`config.mk`:
```
export PLATFORM = sky130hd
export DESIGN_NAME = kbd_port
export DESIGN_NICKNAME = d
export VERILOG_FILES = /design/src/rtl/kbd_port_pkg.sv /design/src/rtl/kbd_addr_dec.sv /design/src/rtl/kbd_regs.sv /design/src/rtl/kbd_rdmux.sv /design/src/rtl/kbd_port.sv
export SDC_FILE = /design/constraint.sdc
export NUM_CORES = 1
export LEC_CHECK = 0
export ABC_AREA = 1
export BUFFER_PORTS_ARGS = -buffer_cell sky130_fd_sc_hd__buf_2
export CORE_MARGIN = 1.5
export CORE_UTILIZATION = 43
export DETAILED_ROUTE_END_ITERATION = 16
export PLACE_DENSITY = 0.77
export SYNTH_ARGS = -nofsm -noshare
export SYNTH_HDL_FRONTEND = slang
export SYNTH_SLANG_ARGS = --single-unit
```
`constraint.sdc`:
```
create_clock -name clk -period 0.9 [get_ports clk]
set_input_delay 0 -clock clk [delete_from_list [all_inputs] [get_ports clk]]
set_output_delay 0 -clock clk [all_outputs]
set_load 0.005 [all_outputs]
```
`src/rtl/kbd_port_pkg.sv`:
```
package kbd_port_pkg;
    parameter int KBD_DATA_W = 8;
    localparam int RDY_BIT = KBD_DATA_W - 1;
    localparam int OVR_BIT = KBD_DATA_W - 2;

    typedef struct packed {
        logic                  ready;
        logic                  ovr;
        logic                  irq_en;
        logic [KBD_DATA_W-1:0] data;
    } kbd_state_t;

    typedef struct packed {
        logic                  oe;
        logic [KBD_DATA_W-1:0] rdata;
    } kbd_rd_t;
endpackage

```
`src/rtl/kbd_addr_dec.sv`:
```
module kbd_addr_dec #(
    parameter int              ADDR_W    = 16,
    parameter logic [ADDR_W-1:0] BASE_ADDR = 16'h0A00
) (
    input  logic [ADDR_W-1:0] addr,
    input  logic              rd,
    input  logic              wr,
    output logic              stat_rd,
    output logic              data_rd,
    output logic              stat_wr,
    output logic              data_wr
);
    localparam logic [ADDR_W-1:0] DATA_ADDR = BASE_ADDR + 1'b1;

    logic hit_stat, hit_data;

    always_comb begin
        hit_stat = (addr == BASE_ADDR);
        hit_data = (addr == DATA_ADDR);
        stat_rd  = rd & hit_stat;
        data_rd  = rd & hit_data;
        stat_wr  = wr & hit_stat;
        data_wr  = wr & hit_data;
    end
endmodule

```
`src/rtl/kbd_regs.sv`:
```
module kbd_regs
    import kbd_port_pkg::*;
(
    input  logic                  clk,
    input  logic                  rst_n,
    input  logic                  stat_rd,
    input  logic                  data_rd,
    input  logic                  stat_wr,
    input  logic                  data_wr,
    input  logic [KBD_DATA_W-1:0] wdata,
    input  logic [KBD_DATA_W-1:0] char_in,
    input  logic                  char_valid,
    output kbd_state_t            st
);
    kbd_state_t st_d, st_q;

    always_comb begin
        st_d = st_q;
        if (stat_rd) st_d.ovr   = 1'b0;
        if (data_rd) st_d.ready = 1'b0;
        if (char_valid) begin
            if (st_q.ready && !data_rd) st_d.ovr = 1'b1;
            st_d.ready = 1'b1;
            st_d.data  = char_in;
        end
        if (stat_wr) st_d.irq_en = wdata[0];
        // data-register writes fall through with no effect
        if (data_wr) st_d.data = st_d.data;
    end

    always_ff @(posedge clk or negedge rst_n) begin
        if (!rst_n) st_q <= '0;
        else        st_q <= st_d;
    end

    assign st = st_q;

    AST_DATA_READ_CLEARS: assert property (@(posedge clk) disable iff (!rst_n)
        (data_rd && !char_valid) |=> !st_q.ready);
    AST_CHAR_SETS_READY: assert property (@(posedge clk) disable iff (!rst_n)
        char_valid |=> (st_q.ready && st_q.data == $past(char_in)));
    AST_OVERRUN_RAISED: assert property (@(posedge clk) disable iff (!rst_n)
        (char_valid && st_q.ready && !data_rd) |=> st_q.ovr);
    AST_DATA_WRITE_IGNORED: assert property (@(posedge clk) disable iff (!rst_n)
        (data_wr && !char_valid) |=> $stable(st_q.data));
endmodule

```
`src/rtl/kbd_rdmux.sv`:
```
module kbd_rdmux
    import kbd_port_pkg::*;
(
    input  logic       clk,
    input  logic       rst_n,
    input  logic       stat_rd,
    input  logic       data_rd,
    input  kbd_state_t st,
    output kbd_rd_t    rd_out
);
    kbd_rd_t rd_d, rd_q;

    always_comb begin
        rd_d = '0;
        if (stat_rd) begin
            rd_d.oe             = 1'b1;
            rd_d.rdata[RDY_BIT] = st.ready;
            rd_d.rdata[OVR_BIT] = st.ovr;
        end else if (data_rd) begin
            rd_d.oe    = 1'b1;
            rd_d.rdata = st.data;
        end
    end

    always_ff @(posedge clk or negedge rst_n) begin
        if (!rst_n) rd_q <= '0;
        else        rd_q <= rd_d;
    end

    assign rd_out = rd_q;

    AST_STATUS_LOW_ZERO: assert property (@(posedge clk) disable iff (!rst_n)
        $past(stat_rd) |-> (rd_q.rdata[OVR_BIT-1:0] == '0));
endmodule

```
`src/rtl/kbd_port.sv`:
```
module kbd_port
    import kbd_port_pkg::*;
#(
    parameter int                ADDR_W    = 16,
    parameter logic [ADDR_W-1:0] BASE_ADDR = 16'h0A00
) (
    input  logic                  clk,
    input  logic                  rst_n,
    input  logic [ADDR_W-1:0]     bus_addr,
    input  logic [KBD_DATA_W-1:0] bus_wdata,
    input  logic                  bus_rd,
    input  logic                  bus_wr,
    output logic [KBD_DATA_W-1:0] bus_rdata,
    output logic                  bus_rdata_oe,
    input  logic [KBD_DATA_W-1:0] char_in,
    input  logic                  char_valid,
    output logic                  irq
);
    logic       stat_rd, data_rd, stat_wr, data_wr;
    kbd_state_t st;
    kbd_rd_t    rd_out;

    kbd_addr_dec #(.ADDR_W(ADDR_W), .BASE_ADDR(BASE_ADDR)) u_dec (
        .addr    (bus_addr),
        .rd      (bus_rd),
        .wr      (bus_wr),
        .stat_rd (stat_rd),
        .data_rd (data_rd),
        .stat_wr (stat_wr),
        .data_wr (data_wr)
    );

    kbd_regs u_regs (
        .clk        (clk),
        .rst_n      (rst_n),
        .stat_rd    (stat_rd),
        .data_rd    (data_rd),
        .stat_wr    (stat_wr),
        .data_wr    (data_wr),
        .wdata      (bus_wdata),
        .char_in    (char_in),
        .char_valid (char_valid),
        .st         (st)
    );

    kbd_rdmux u_mux (
        .clk     (clk),
        .rst_n   (rst_n),
        .stat_rd (stat_rd),
        .data_rd (data_rd),
        .st      (st),
        .rd_out  (rd_out)
    );

    assign bus_rdata    = rd_out.rdata;
    assign bus_rdata_oe = rd_out.oe;
    assign irq          = st.ready & st.irq_en;

    AST_DRIVE_ONLY_AFTER_READ: assert property (@(posedge clk) disable iff (!rst_n)
        bus_rdata_oe |-> $past(bus_rd));
    AST_QUIET_BUS: assert property (@(posedge clk) disable iff (!rst_n)
        !bus_rdata_oe |-> (bus_rdata == '0));
    AST_IRQ_DISABLED: assert property (@(posedge clk) disable iff (!rst_n)
        (stat_wr && !bus_wdata[0]) |=> !irq);
endmodule

```
==> metrics <==
Hold Path Origin bus_rd; clk_lat worst skew 0.29 ns; Tot Pwr 0.00154 W; Synth-to-Final Area Change 40.0%; Avg WL per Cell slightly above 9 um; Area after DPL 1130 um2; share of layout cells above drive strength 1 28.9%; CTS buffer count 3; dpl hpwl 1330 um; GPL Wtd Cong ~0.8; Syn Inst Count between 100 and 150; Clock Tree Buf Depth 2; Total GRT Usage 17.4%; synthesized area 910 um2; Nets 205; critical path's slowest cell dfrtp_1; final setup fails 0; delay-heaviest family, CP flip-flops; Seq cells post-synth 20; final period utilization 98.9%; Critical Path RT 0.90 ns; outcome completed; worst hold slack 0.0128 ns; vias in the first global route 846; die area 2400 um2; crit end category output port; Fmax achieved 1120 MHz; Cell variety after synth 14; DR pass1 iterations 4; crit path time final just under 0.9 ns; Final Non-Filler Cells about 190; fin. max-slew vios 0; WP buf/inv 2; worst slew pin tran 0.415 ns; yosys warns 0; initial antenna violation count 0; skew final 0.00470 ns; gr ovfl total 0; Final Hold Viols 0; CTS tree built; syn_nets 150; R2R Path Start u_regs.st[10]; H-Tree Depth 1; Setup crit start kind flip-flop; DRC errors left 0; commonest non-fill, non-tap cell in the layout buf_2; RSZ-0062 raised after global routing true; Clock Sinks 20; post-route cell area 1270 um2; reg2reg setup slack about 0.090 ns; max_cap viols 0; die height 49.0 um; Seq/Total Area, Yosys 55.0%; worst rel slew slack 72.3%; Hold Path Class in -> reg; CP arrival just under 0.9 ns; Max VDD drop 1.26 mV; Die W 49.0 um; cells along the critical path nand2_1 -> inv_1 -> buf_2; Crit. Startpoint u_regs.st[10]; DP Cell Count roughly 180; Critical Path Fanout Max 2; critical path class reg -> out; Boundary Pins 47; Clock transition at path regs 0.10 ns; Via density 4.44; via count between 800 and 900; Buffers on Ports 39; diode count 0; clock root cell clkbuf_4; first-pass GRT wire length 3280 um; Rows 16; leak pwr between 0.7 and 0.8 nW; pin count of the biggest net entering global routing 21; core area 1980 um2; most frequent cells in the layout buf_2 (39), nand2_1 (29), inv_1 (24); DRT iter0 DRCs 14; DRT antenna net count 0; slowest cell delay on critical path 0.40 ns; Cell Pwr Density 1210 nW/um2; syn avg cell area 8.05 um2; Final Routed Wirelength 1790 um; Initial Util between 40% and 50%
-- sequential cells by signal, summed over array words and instances (netlist names) --
register      count
u_regs.st        11
u_mux.rd_out      9
-- worst register-to-register path, cell delays in order (launching register included) --
cell and delay (ns):
dfrtp_1 0.40, buf_4 0.15, nand4_1 0.09, nand2_1 0.06
-- final cells by class --
cell class | count | area (um2)
Fill cell | 178 | 708
Sequential cell | 20 | 500
Multi-Input combinational cell | 68 | 314
Timing Repair Buffer | 51 | 313
Inverter | 24 | 90.1
Tap cell | 27 | 33.8
Clock buffer | 3 | 22.5
-- stage by stage --
step	worst slack, ns	setup TNS (ns)	util [%]
after floorplan	0.229	0	-
after global placement	0.0464	0	57.2
after detailed placement	0.0180	0	57.2
after CTS	-0.00401	-0.00401	64.3
after global routing	-0.0392	-0.0392	64.3
final	0.00969	0	64.3
-- power breakdown --
group / internal [W] / total (W) / leakage (nW) / switching, W
registers: 0.000930 / 0.000942 / 0.254 / 0.0000122
logic: 0.000104 / 0.000212 / 0.496 / 0.000107
clock network: 0.000155 / 0.000386 / 0.0138 / 0.000230
-- logic make-up (layout without fill, tap and decap cells) --
logic type	Yosys count	count (layout)	share of synthesized area (%)
flip-flops	20	20	55.0
AO/OA/AOI/OAI	6	6	3.30
AND/OR/NAND/NOR	62	62	31.2
buffers and inverters	25	78	10.5
-- final timing paths --
check                      cells past startpoint              end
setup / recovery                               3              irq
hold / removal                                 3  u_mux.rd_out[6]
setup reg to reg                               3  u_mux.rd_out[7]
hold reg to reg                                2     u_regs.st[8]
max in group asynchronous                      2     u_regs.st[9]
min in group asynchronous                      2    u_regs.st[10]
-- routing by layer --
layer	GRT usage (%)	share of wire, %	routed length (um)	vias up
met5	0	0	0	-
met4	2.38	0	0	0
met3	4.60	4.3	77	0
met2	32.6	51	915	19
met1	20.4	45	802	389
li1	-	-	-	449
-- cells in the mapped netlist (all sizes together) --
library cell   n  area share (%)
nand2         31              14
inv           24             9.9
dfrtp         20              55
nor2          15             7.3
nand3          9             5.0
o21ai          6             3.3
nand4          5             3.4
and2           1            0.83
buf            1            0.55
nor3b          1            0.83
-- repair_timing --
action	CTS	global route
endpoints found under the setup margin	1	1
gates resized for setup	0	0
hold endpoints to repair	29	0
buffers inserted	1	0
hold buffers	11	0
Power figures use the tool's default switching activity.
